$ cat src/rtl/wwdg_pkg.sv
package wwdg_pkg;

   // word indices of the register slots (byte offset >> 2)
   localparam logic [7:0] IDX_CTRL  = 8'd0;
   localparam logic [7:0] IDX_FEED  = 8'd1;
   localparam logic [7:0] IDX_FLAG  = 8'd2;
   localparam logic [7:0] IDX_IRQEN = 8'd3;
   localparam logic [7:0] IDX_LOCK  = 8'd5;

   // keys
   localparam logic [7:0] KEY_ARM    = 8'hA5;
   localparam logic [7:0] KEY_FIRE   = 8'h5A;
   localparam logic [7:0] KEY_LOCK   = 8'h24;
   localparam logic [7:0] KEY_UNLOCK = 8'h42;

   // flag / enable bit positions
   localparam int FB_TMO   = 0;
   localparam int FB_EARLY = 1;
   localparam int FB_RST   = 2;
   localparam int NFLAG    = 3;

   typedef struct packed {
      logic [3:0] win_code;
      logic [1:0] spare;
      logic       clk_on;
      logic       tmr_on;
      logic [3:0] rst_code;
      logic [3:0] int_code;
   } ctl_t;

endpackage

$ cat src/rtl/wwdg_feed_seq.sv
module wwdg_feed_seq
   import wwdg_pkg::*;
(
   input  logic       clk,
   input  logic       rst_n,
   input  logic       wr_stb_i,
   input  logic [7:0] wbyte_i,
   output logic       feed_o
);

   logic armed_q;

   assign feed_o = wr_stb_i && armed_q && (wbyte_i == KEY_FIRE);

   always_ff @(posedge clk or negedge rst_n) begin
      if (!rst_n)        armed_q <= 1'b0;
      else if (wr_stb_i) armed_q <= (wbyte_i == KEY_ARM);
   end

endmodule

$ cat src/rtl/wwdg_counter.sv
module wwdg_counter #(
   parameter int CW = 32
) (
   input  logic          clk,
   input  logic          rst_n,
   input  logic          run_i,
   input  logic          tick_i,
   input  logic          restart_i,
   output logic [CW-1:0] cnt_o,
   output logic          step_o
);

   localparam logic [CW-1:0] ONE = CW'(1);

   logic [CW-1:0] cnt_q;

   assign step_o = run_i && tick_i && !restart_i && (cnt_q != '1);
   assign cnt_o  = cnt_q;

   always_ff @(posedge clk or negedge rst_n) begin
      if (!rst_n)         cnt_q <= '0;
      else if (restart_i) cnt_q <= '0;
      else if (step_o)    cnt_q <= cnt_q + ONE;
   end

endmodule

$ cat src/rtl/wwdg_expiry.sv
module wwdg_expiry #(
   parameter int TOP_EXP = 31,
   parameter int CW      = 32,
   parameter bit BELOW   = 1'b0
) (
   input  logic [3:0]    code_i,
   input  logic [CW-1:0] cnt_i,
   output logic          fire_o
);

   localparam logic [CW-1:0] ONE = CW'(1);

   logic [CW-1:0] span;
   assign span = ONE << (TOP_EXP - int'(code_i));

   generate
      if (BELOW) begin : g_window
         assign fire_o = (cnt_i < span);
      end else begin : g_reach
         assign fire_o = (cnt_i == span - ONE);
      end
   endgenerate

endmodule

$ cat src/rtl/win_watchdog.sv
module win_watchdog
   import wwdg_pkg::*;
#(
   parameter int TOP_EXP = 31,
   parameter int ADDR_W  = 5
) (
   input  logic              clk,
   input  logic              rst_n,
   input  logic              wd_tick,
   input  logic              reg_wr,
   input  logic [ADDR_W-1:0] reg_addr,
   input  logic [31:0]       reg_wdata,
   output logic [31:0]       reg_rdata,
   output logic              irq,
   output logic              rst_req
);

   localparam int CW = TOP_EXP + 1;
   localparam int IW = ADDR_W - 2;

   generate
      if (TOP_EXP < 15 || TOP_EXP > 62) begin : g_bad_exp
         $error("win_watchdog: TOP_EXP must lie in 15..62");
      end
      if (ADDR_W < 5 || ADDR_W > 10) begin : g_bad_addr
         $error("win_watchdog: ADDR_W must lie in 5..10");
      end
   endgenerate

   logic [IW-1:0]    widx;
   logic             wr_ctrl, wr_feed, wr_flag, wr_en, wr_lock;
   ctl_t             ctrl_q;
   logic             lock_q;
   logic [NFLAG-1:0] en_q, flags_q, evt, fire;
   logic [3:0]       codes [NFLAG];
   logic [CW-1:0]    cnt_q;
   logic             step, feed, run;
   logic             unused_bits;

   assign widx    = reg_addr[ADDR_W-1:2];
   assign wr_ctrl = reg_wr && (8'(widx) == IDX_CTRL);
   assign wr_feed = reg_wr && (8'(widx) == IDX_FEED);
   assign wr_flag = reg_wr && (8'(widx) == IDX_FLAG);
   assign wr_en   = reg_wr && (8'(widx) == IDX_IRQEN);
   assign wr_lock = reg_wr && (8'(widx) == IDX_LOCK);
   assign unused_bits = ^{reg_addr[1:0], reg_wdata[31:16], reg_wdata[11:10]};

   // control, lock and enable registers
   always_ff @(posedge clk or negedge rst_n) begin
      if (!rst_n) begin
         ctrl_q <= '0;
         lock_q <= 1'b0;
         en_q   <= '0;
      end else begin
         if (wr_ctrl && !lock_q) begin
            ctrl_q.win_code <= reg_wdata[15:12];
            ctrl_q.spare    <= 2'b00;
            ctrl_q.clk_on   <= reg_wdata[9];
            ctrl_q.tmr_on   <= reg_wdata[8];
            ctrl_q.rst_code <= reg_wdata[7:4];
            ctrl_q.int_code <= reg_wdata[3:0];
         end
         if (wr_lock) begin
            if (reg_wdata[7:0] == KEY_LOCK)        lock_q <= 1'b1;
            else if (reg_wdata[7:0] == KEY_UNLOCK) lock_q <= 1'b0;
         end
         if (wr_en) en_q <= reg_wdata[NFLAG-1:0];
      end
   end

   assign run = ctrl_q.tmr_on && ctrl_q.clk_on;

   wwdg_feed_seq u_feed (
      .clk      (clk),
      .rst_n    (rst_n),
      .wr_stb_i (wr_feed),
      .wbyte_i  (reg_wdata[7:0]),
      .feed_o   (feed)
   );

   wwdg_counter #(.CW(CW)) u_cnt (
      .clk       (clk),
      .rst_n     (rst_n),
      .run_i     (run),
      .tick_i    (wd_tick),
      .restart_i (feed),
      .cnt_o     (cnt_q),
      .step_o    (step)
   );

   assign codes[FB_TMO]   = ctrl_q.int_code;
   assign codes[FB_EARLY] = ctrl_q.win_code;
   assign codes[FB_RST]   = ctrl_q.rst_code;

   // one comparator and one sticky flag per event kind
   generate
      for (genvar g = 0; g < NFLAG; g++) begin : g_evt
         wwdg_expiry #(
            .TOP_EXP (TOP_EXP),
            .CW      (CW),
            .BELOW   (g == FB_EARLY)
         ) u_exp (
            .code_i (codes[g]),
            .cnt_i  (cnt_q),
            .fire_o (fire[g])
         );

         if (g == FB_EARLY) begin : g_on_feed
            assign evt[g] = feed && fire[g];
         end else begin : g_on_step
            assign evt[g] = step && fire[g];
         end

         always_ff @(posedge clk or negedge rst_n) begin
            if (!rst_n) flags_q[g] <= 1'b0;
            else        flags_q[g] <= evt[g] || (flags_q[g] && !(wr_flag && reg_wdata[g]));
         end
      end
   endgenerate

   always_ff @(posedge clk or negedge rst_n) begin
      if (!rst_n) rst_req <= 1'b0;
      else        rst_req <= evt[FB_RST] && en_q[FB_RST];
   end

   assign irq = |(flags_q & en_q);

   always_comb begin
      reg_rdata = '0;
      case (8'(widx))
         IDX_CTRL:  reg_rdata[15:0]      = ctrl_q;
         IDX_FLAG:  reg_rdata[NFLAG-1:0] = flags_q;
         IDX_IRQEN: reg_rdata[NFLAG-1:0] = en_q;
         IDX_LOCK:  reg_rdata[0]         = lock_q;
         default:   reg_rdata            = '0;
      endcase
   end

endmodule

$ cat config.mk
export PLATFORM = sky130hd
export DESIGN_NAME = win_watchdog
export DESIGN_NICKNAME = d
export VERILOG_FILES = /design/src/rtl/wwdg_pkg.sv /design/src/rtl/wwdg_feed_seq.sv /design/src/rtl/wwdg_counter.sv /design/src/rtl/wwdg_expiry.sv /design/src/rtl/win_watchdog.sv
export SDC_FILE = /design/constraint.sdc
export NUM_CORES = 1
export LEC_CHECK = 0
export BUFFER_PORTS_ARGS = -buffer_cell sky130_fd_sc_hd__buf_2
export CORE_MARGIN = 4
export CORE_UTILIZATION = 45
export DETAILED_ROUTE_END_ITERATION = 8
export GPL_ROUTABILITY_DRIVEN = 0
export GPL_TIMING_DRIVEN = 0
export PLACE_DENSITY = 0.66
export SYNTH_ARGS = -nofsm -noshare
export SYNTH_HDL_FRONTEND = slang
export SYNTH_SLANG_ARGS = --single-unit
$ cat constraint.sdc
create_clock -name clk -period 3.85 [get_ports clk]
set_input_delay 0.1925 -clock clk [delete_from_list [all_inputs] [get_ports clk]]
set_output_delay 0.1925 -clock clk [all_outputs]
set_load 0.02 [all_outputs]
==> results.md, run 1 <==
- Drt initial violations: 337
- Post-synth EDFFs: 0
- Clock sinks: 55
- WL final: 12.5 mm
- FFs w/ async S/R, synth: 100%
- Total die area: 11800 um2
- Post-Syn Area: 4570 um2
- Commonest non-fill, non-tap cell in the layout: dfrtp_1
- Initial core utilization: 46.6%
- Clock slew at reported path FFs: 0.10 ns
- Total power: 1.77 mW
- Pre-CTS setup slack: 0.544 ns
- First-pass GRT wire length: 20.4 mm
- Post-synthesis compound-gate area fraction: 16.2%
- Fin crit share: 90.3%
- Final setup skew: 0.00741 ns
- Synth unique cells: 70
- Status: completed
- FF+latch count, synth: 55
- VDD IR max: 0.220 mV
- Routed wire length per instance: 17.0 um
- Final setup vio count: 0
- Hold Vio Cnt, Final: 0
- Pleak: 2.23 nW
- I/O pin cnt: 75
- Post-CTS Setup Bufs: 0
- Primary FF master, synth: dfrtp_1
- Worst endpoint required time: 4.11 ns
- Clock Tree Buf Depth: 2
- Max-Cap Viols: 0
- Clk Tree Root Cell: clkbuf_8
- Post-DP HPWL: 9.18 mm
- CTS tree: done
- Total number of yosys warnings: 0
- Final Core Density: 52.1%
- Fin nets: 660
- Xor/xnor cell area share of the yosys netlist: 6.32%
- IO buf count: 34
- Power per standard cell area: 346 nW/um2
- Core area: 9820 um2
- Largest net degree at the start of global routing: 56
- Hold-fix buffers, CTS: 0
- Hold slack: 0.106 ns
- RSZ-0062 raised after global routing: no
- Vias in the first global route: 3977
- Vias post-DR: 4287
- Via-to-Cell Ratio: 5.84
- Post-Synth Simple-Gate Area: 29.0%
- Clock Latency Late Sink: 0.31 ns
- Max-slew headroom: 17.0%
- Seq/Total Area, Yosys: 30.1%
- Number of detailed-route iterations in the first pass: 5
- Synthesized area per cell: 8.44 um2
- Crit Path Class: reg2reg
- Initial antenna violation count: 0
- Crit end category: flop
- Main combinational cell family by area after synthesis: simple AND/OR/NAND/NOR gates
- Fillers: 984
- Die X: 109 um
- Setup TNS: 0 ns
- Arr. time, crit path: 3.74 ns
- Post-synthesis mux area share: 5.33%
- Most frequent cells in the layout: dfrtp_1 (55), buf_2 (41), nor2_1 (38), nand2_1 (35), clkbuf_1 (31)
- CP Launch Type: flop
- FP Rows: 36
- Max FO, Critical Path: 10
- Highest clock rate: 287 MHz
- Die height: 109 um
- Post-Synth Adder-Cell Area: 5.20%
- Post-route DRC: 0
- Worst Max-Slew Pin Slew: 1.24 ns
- Global Route Usage Sum: 21.5%
- Cts bufs inserted: 5
- Fin. max-slew vios: 0
- Mapped Cells: 542
- Share of cells above drive strength 1: 16.3%
- Antenna viol nets, final: 0
- Final min period: 3.48 ns
- GRT Residual Overflow: 0
- Hold Path Class: in2reg
- Fin worst setup slack: 0.372 ns
- H-tree depth: 2
- Ant diodes: 0
- Syn-to-layout area delta: 11.7%
- Post-CTS sizing: 0
## registers in the layout (all words and copies together) (netlist names)
signal and cells:
codes 12, ctrl_q 2, en_q 3, flags_q 3
lock_q 1, rst_req 1, u_cnt.cnt_o 32, u_feed.armed_q 1
## path summary, 6_finish.rpt
path	to	slack [ns]	startpoint	cells past startpoint
min in group asynchronous	u_cnt.cnt_o[9]	0.13	rst_n	1
setup reg to reg	flags_q[0]	0.37	codes[10]	11
setup / recovery	flags_q[0]	0.37	codes[10]	11
max in group asynchronous	u_cnt.cnt_o[27]	2.96	rst_n	1
hold / removal	codes[7]	0.11	reg_wdata[15]	2
hold reg to reg	u_feed.armed_q	0.50	u_feed.armed_q	2
## kinds of logic (layout without fill, tap and decap cells)
family | Yosys count | after routing
and+or+nand+nor | 229 | 229
AOI/OAI and AO/OA | 110 | 110
buffers and inverters | 73 | 115
DFF | 55 | 55
xor gates and xnor gates | 33 | 33
muxes | 22 | 22
adders and majority gates | 19 | 19
other | 1 | 18
## metal layers
layer / share of wire [%] / vias to the layer above / wire [um] / track usage, %
met5: 0 / - / 0 / 0
met4: 1.7 / 0 / 212 / 6.22
met3: 5.0 / 20 / 630 / 1.72
met2: 48 / 148 / 5950 / 35.1
met1: 46 / 2055 / 5690 / 30.5
li1: - / 2064 / - / -
## worst max-delay path, cell delays in order (launching register included)
cell	delay, ns
dfrtp_1	0.34
clkbuf_1	0.31
clkbuf_1	0.39
nand3_1	0.19
or2_2	0.32
ha_1	0.25
clkbuf_1	0.25
nand4b_1	0.28
a211oi_1	0.30
o32ai_1	0.16
nor4_1	0.40
a31o_2	0.23
## Yosys cell counts (9+ instances only)
master    count  area, um2
clkbuf_1     31        116
mux2_2       19        214
and2_1       20        125
ha_1         19        238
xor2_1       21        184
and3_1       10       62.6
inv_1        11       41.3
a21oi_1      24        120
xnor2_1      12        105
nor2_1       38        143
nand4_1      27        169
o21ai_0      25        125
nand2_1      35        131
buf_4        18        135
dfrtp_1      55       1380
or3_1         9       56.3
nand3_1      27        135
## through the flow
stage                     instances  cell area (um2)
after floorplan                 559             4640
after CTS                       734             5110
after global placement          726             4970
after global routing            734             5110
final                           734             5110
after detailed placement        726             4970
## power breakdown
group | switching [mW] | leakage, nW | total, mW | internal [mW]
Combinational | 0.390 | 1.44 | 0.636 | 0.246
Sequential | 0.0397 | 0.721 | 0.673 | 0.633
Clock | 0.200 | 0.0644 | 0.460 | 0.259
## cell type report
type | count | area (um2) | area share [%]
sequential | 55 | 1380 | 26.9
multi-input combinational | 431 | 2900 | 56.8
buffer | 62 | 317 | 6.19
inverter | 11 | 41.3 | 0.808
tap | 133 | 166 | 3.26
clock inverter | 3 | 67.6 | 1.32
timing repair buffer | 34 | 170 | 3.33
clock buffer | 5 | 68.8 | 1.35
No activity file was read; power rests on OpenSTA's default activity.
==> inputs of run 2 (changes only) <==
- ABC_AREA: default -> 1
- PLACE_DENSITY: 0.66 -> 0.65
- SKIP_CTS_REPAIR_TIMING: default -> 1
==> run 2 against run 1 <==
Net effect: sequential power rose by 55%; clock power decreased by 20%; cell count increased by 34%; highest routed layer unchanged.
==> results.md, run 2 <==
- Antenna viol nets, final: 0
- Primary FF master, synth: dfrtp_1
- Post-route DRC: 0
- Synth top area share: 27.8%
- Post-Synth Adder-Cell Area: 4.80%
- Post-Syn Area: 4950 um2
- Global Route Usage Sum: 24.2%
- Xor/xnor cell area share of the yosys netlist: 1.42%
- R2R Path End: flags_q[1]
- Via-to-Cell Ratio: 5.58
- Max-Cap Viols: 0
- Clock slew at reported path FFs: 0.11 ns
- Dpl cell area: 5370 um2
- Die height: 113 um
- Clock Latency Late Sink: 0.32 ns
- H-tree depth: 2
- Synth top area cells: dfrtp_1 (28%), nand2_1 (16%), nor2_1 (7.7%), inv_1 (7.0%), nand3_1 (7.0%)
- Post-synthesis compound-gate area fraction: 11.6%
- Total die area: 12700 um2
- Pre-CTS setup slack: 1.47 ns
- Total power: 2.89 mW
- Vias post-DR: 5492
- Post-synthesis mux area share: 0%
- Crit end category: flop
- FF+latch count, synth: 55
- Die X: 113 um
- Clock Tree Buf Depth: 2
- Main combinational cell family by area after synthesis: simple AND/OR/NAND/NOR gates
- Final min period: 2.41 ns
- Worst-case reg-to-reg path depth: 11
- Initial core utilization: 45.8%
- Synth top cells by count: nand2_1 (207), nor2_1 (101), inv_1 (92)
- Pleak: 2.68 nW
- Initial antenna violation count: 0
- IO buf count: 36
- Max FFs per register: 32
- Hold Vio Cnt, Final: 0
- Largest net degree at the start of global routing: 56
- Non-Filler Instances: 985
- Most common cell in the netlist: nand2_1
- Mapped Cells: 783
- Hold slack: 0.125 ns
- Worst Max-Slew Pin Slew: 0.776 ns
- Clk Tree Root Cell: clkbuf_8
- Worst hold path depth: 3
- Power per standard cell area: 527 nW/um2
- Synthesized area per cell: 6.32 um2
- Most frequent cells in the layout: nand2_1 (207), nor2_1 (101), inv_1 (92), nand3_1 (69), dfrtp_1 (55)
- WL final: 15.4 mm
- Core area: 10800 um2
- VDD IR max: 0.231 mV
- Synth unique cells: 34
- Hold Crit Start: reg_wdata[15]
- FF-to-FF Start: codes[7]
- CP Launch Type: flop
- CTS tree: done
- Ant diodes: 0
- Max-slew headroom: 48.3%
- Arr. time, crit path: 2.65 ns
- Crit Path Class: reg2reg
- Worst R2R Setup Slack: 1.44 ns
- Highest clock rate: 415 MHz
- Post-DP HPWL: 11.8 mm
- Syn-to-layout area delta: 10.7%
- Commonest non-fill, non-tap cell in the layout: nand2_1
- I/O pin cnt: 75
- Inst Count DP: 976
- Number of detailed-route iterations in the first pass: 5
- Worst endpoint required time: 4.09 ns
- FP Rows: 38
- Final setup skew: 0.00764 ns
- Fin. max-slew vios: 0
- Max FO, Critical Path: 10
- Status: completed
- Clock sinks: 55
- Hold Path Class: in2reg
- Fin crit share: 62.6%
- FFs w/ async S/R, synth: 100%
- Drt initial violations: 523
- Final setup vio count: 0
- Hold Path End: codes[7]
- RSZ-0062 raised after global routing: no
- Share of cells above drive strength 1: 13.5%
- GRT Residual Overflow: 0
- First-pass GRT wire length: 24.9 mm
- Largest area contributor in the netlist: dfrtp_1
- Routed wire length per instance: 15.6 um
- Cts bufs inserted: 5
- Final Core Density: 50.8%
- Final Cell Area: 5480 um2
- Vias in the first global route: 5052
- Post-Synth Simple-Gate Area: 41.5%
- Total number of yosys warnings: 0
- Setup TNS: 0 ns
- Seq/Total Area, Yosys: 27.8%
- Fin worst setup slack: 1.44 ns
- Fin nets: 904
- Post-synth EDFFs: 0
[run 2: cell types whose count changed in the layout (fill, tap and decap cells not counted), moves of 10 or more]
| cell | before | now |
|---|---|---|
| nand2_1 | 35 | 207 |
| inv_1 | 11 | 92 |
| nor2_1 | 38 | 101 |
| nand3_1 | 27 | 69 |
| o21ai_0 | 25 | 48 |
| nand4_1 | 27 | 48 |
| and2_1 | 20 | 0 |
| clkbuf_1 | 31 | 11 |
| mux2_2 | 19 | 0 |
| o21ai_2 | 0 | 18 |
| xor2_1 | 21 | 7 |
| xnor2_1 | 12 | 1 |
| and3_1 | 10 | 0 |
[run 2: worst max-delay path, stage by stage, from the launching register on]
cell and delay (ns):
dfrtp_1 0.33, clkbuf_1 0.31, clkinv_1 0.38, nand4_1 0.22, ha_1 0.26, nand2_1 0.06, inv_1 0.03, o21ai_0 0.14
nand2_1 0.07, a21oi_1 0.19, nand3_1 0.16, o21ai_0 0.17
[run 2: how the worst max path moves through the flow]
stage	start	to	slack, ns	depth (start not counted)
floorplan	codes[7]	flags_q[1]	2.03	11
global placement	codes[4]	flags_q[1]	1.55	11
detailed placement	codes[7]	flags_q[1]	1.47	11
CTS	codes[7]	flags_q[1]	1.48	11
global route	codes[7]	flags_q[1]	1.23	11
finish	codes[7]	flags_q[1]	1.44	11
[run 2: power breakdown]
group,total (mW),switching (mW),internal [mW],leakage [nW]
Clock,0.368,0.203,0.165,0.0515
Sequential,1.04,0.291,0.750,0.705
Combinational,1.48,0.975,0.506,1.92
[run 2: layout make-up]
cell class | instances | area [um2]
plain buffers | 38 | 250
clock buffers | 8 | 100
fillers | 1121 | 5310
inverters | 102 | 383
multi-input cells | 605 | 3000
flip-flops and latches | 55 | 1380
well taps | 140 | 175
repair buffers | 37 | 193
[run 2: kinds of logic (layout without fill, tap and decap cells)]
family                   count (synthesis)  after routing
XOR/XNOR                                 8              8
other                                    1             18
adder cells (fa/ha/maj)                 19             19
buffers and inverters                  140            185
AO/OA/AOI/OAI                           97             97
AND/OR/NAND/NOR                        463            463
flip-flops                              55             55
[run 2: per-layer routing]
layer	global-route usage, %	up-vias	wire [um]
met5	0	-	0
met4	8.25	0	402
met3	5.08	28	1400
met2	39.1	231	6950
met1	32.3	2572	6600
li1	-	2661	-
==> inputs of run 3 (changes only) <==
- PLACE_DENSITY: 0.65 -> 0.68
- clock period: 3.85 -> 2.1 ns (I/O delays scaled with it)
==> run 3 against run 2 <==
Net effect: sequential share of layout area is 1.0 points lower; clock-buffer cell count down 1; setup slack worse by 1.4 ns; routed wire length grew 0.33%; core utilization grew 2.5 points; register-to-register slack worse by 1.4 ns; via count is 0.42% lower; clock skew shrank 0.00051 ns; sequential cell count did not move; die area stayed put; clock power is 73% higher; combinational power is 93% higher; critical path type unchanged; largest power group unchanged; highest routed layer unchanged.
==> results.md, run 3 (same netlist as run 2, synthesis figures left out) <==
- Crit end category: flop
- CP delay by family, top: simple AND/OR/NAND/NOR gates
- Initial antenna violation count: 0
- Cell depth of the worst setup path: 10
- Commonest non-fill, non-tap cell in the layout: nand2_1
- Global Route Usage Sum: 23.9%
- Fin crit share: 97.1%
- Via-to-Cell Ratio: 5.48
- Die height: 113 um
- Worst setup path endpoint: u_cnt.cnt_o[26]
- Hold slack: 0.0148 ns
- First-pass GRT wire length: 24.6 mm
- Hold Vio Cnt, Final: 0
- Hold Path Class: in2reg
- Max-slew headroom: 48.8%
- Vias post-DR: 5469
- Max FFs per register: 32
- Final Core Density: 53.3%
- Inst Count DP: 976
- Pre-CTS setup slack: -0.225 ns
- Dpl cell area: 5370 um2
- CTS tree: done
- Clock sinks: 55
- WL final: 15.4 mm
- Share of cells above drive strength 1: 18.5%
- Max-Cap Viols: 0
- Initial core utilization: 45.8%
- Clock Tree Buf Depth: 2
- Antenna viol nets, final: 0
- Clock slew at reported path FFs: 0.11 ns
- IO buf count: 36
- Crit Path Class: reg2reg
- Power per standard cell area: 949 nW/um2
- Final Cell Area: 5750 um2
- Slowest-stage cell, CP: dfrtp_1
- Number of detailed-route iterations in the first pass: 5
- CP Launch Point: u_cnt.cnt_o[25]
- Most numerous cell on the critical path: nor2_4
- Post-DP HPWL: 11.6 mm
- Cell chain of the critical path: clkbuf_4, nand2_1, nor2_4, nand4_1, nor2_4, nand2_2, nand2_4, nand2_8, buf_6, o21ai_2
- GRT Residual Overflow: 0
- Max incr delay on CP: 0.36 ns
- Highest clock rate: 491 MHz
- Drt initial violations: 534
- Buf/Inv on CP: 2
- Fin. max-slew vios: 0
- H-tree depth: 2
- R2R Path End: u_cnt.cnt_o[26]
- Post-route DRC: 0
- Setup TNS: 0 ns
- Core area: 10800 um2
- Ant diodes: 0
- Syn-to-layout area delta: 16.3%
- VDD IR max: 0.421 mV
- Cts bufs inserted: 5
- I/O pin cnt: 75
- Pleak: 2.78 nW
- FP Rows: 38
- Total die area: 12700 um2
- Arr. time, crit path: 2.30 ns
- Most frequent cells in the layout: nand2_1 (201), nor2_1 (97), inv_1 (91), nand3_1 (68), nand4_1 (48)
- Worst endpoint required time: 2.36 ns
- Clk Tree Root Cell: clkbuf_8
- Worst-case reg-to-reg path depth: 10
- Vias in the first global route: 5070
- Final setup vio count: 0
- Non-Filler Instances: 998
- Fin worst setup slack: 0.0614 ns
- Die X: 113 um
- FF-to-FF Start: u_cnt.cnt_o[25]
- Routed wire length per instance: 15.4 um
- RSZ-0062 raised after global routing: yes
- Worst Max-Slew Pin Slew: 0.768 ns
- Final setup skew: 0.00713 ns
- Largest net degree at the start of global routing: 56
- Clock Latency Late Sink: 0.34 ns
- Status: completed
- Worst R2R Setup Slack: 0.06 ns
- Max FO, Critical Path: 10
- CP Launch Type: flop
- Final min period: 2.04 ns
- Fin nets: 917
- Total power: 5.46 mW
==> run 3: changes by cell type in the layout (fill, tap and decap cells not counted), moves of 4 or more <==
cell,change
nand2_1,-6
buf_4,+13
nor2_1,-4
dfrtp_2,+8
clkbuf_1,-4
dfrtp_1,-8
clkinv_1,-4
buf_2,-4
==> run 3: layout make-up <==
cell class	instances	area, um2
well taps	140	175
multi-input cells	605	3120
clock inverters	1	5.00
repair buffers	53	323
clock buffers	7	76.3
repair inverters	2	10.0
flip-flops and latches	55	1390
plain buffers	33	263
fillers	1091	5040
inverters	102	390
==> run 3: where the power goes <==
group | switching (mW) | total, mW | internal (mW)
Sequential | 0.587 | 1.97 | 1.38
Combinational | 1.80 | 2.85 | 1.05
Clock | 0.400 | 0.636 | 0.237
Total | 2.79 | 5.46 | 2.67
==> run 3: worst min path at each step <==
stage | startpoint | endpoint | slack, ns | cells past startpoint
floorplan | rst_n | codes[0] | -0.19 | 0
global placement | reg_wdata[9] | ctrl_q[9] | 0.35 | 3
detailed placement | reg_wdata[14] | codes[6] | 0.36 | 3
CTS | reg_wdata[14] | codes[6] | 0.01 | 3
global route | reg_wdata[14] | codes[6] | 0.02 | 3
finish | reg_wdata[14] | codes[6] | 0.01 | 3
==> run 3: worst reg2reg max path: cells and delay by family, from the launching register on <==
kind / cells / cell delay [ns]
and+or+nand+nor: 7 / 1.08
DFF: 1 / 0.36
buffers and inverters: 2 / 0.37
AOI/OAI and AO/OA: 1 / 0.15
==> run 3: layer usage <==
metal | part of all wire, % | global-route usage (%)
met5 | 0 | 0
met4 | 1.9 | 7.93
met3 | 8.5 | 4.17
met2 | 46 | 38.7
met1 | 43 | 32.3
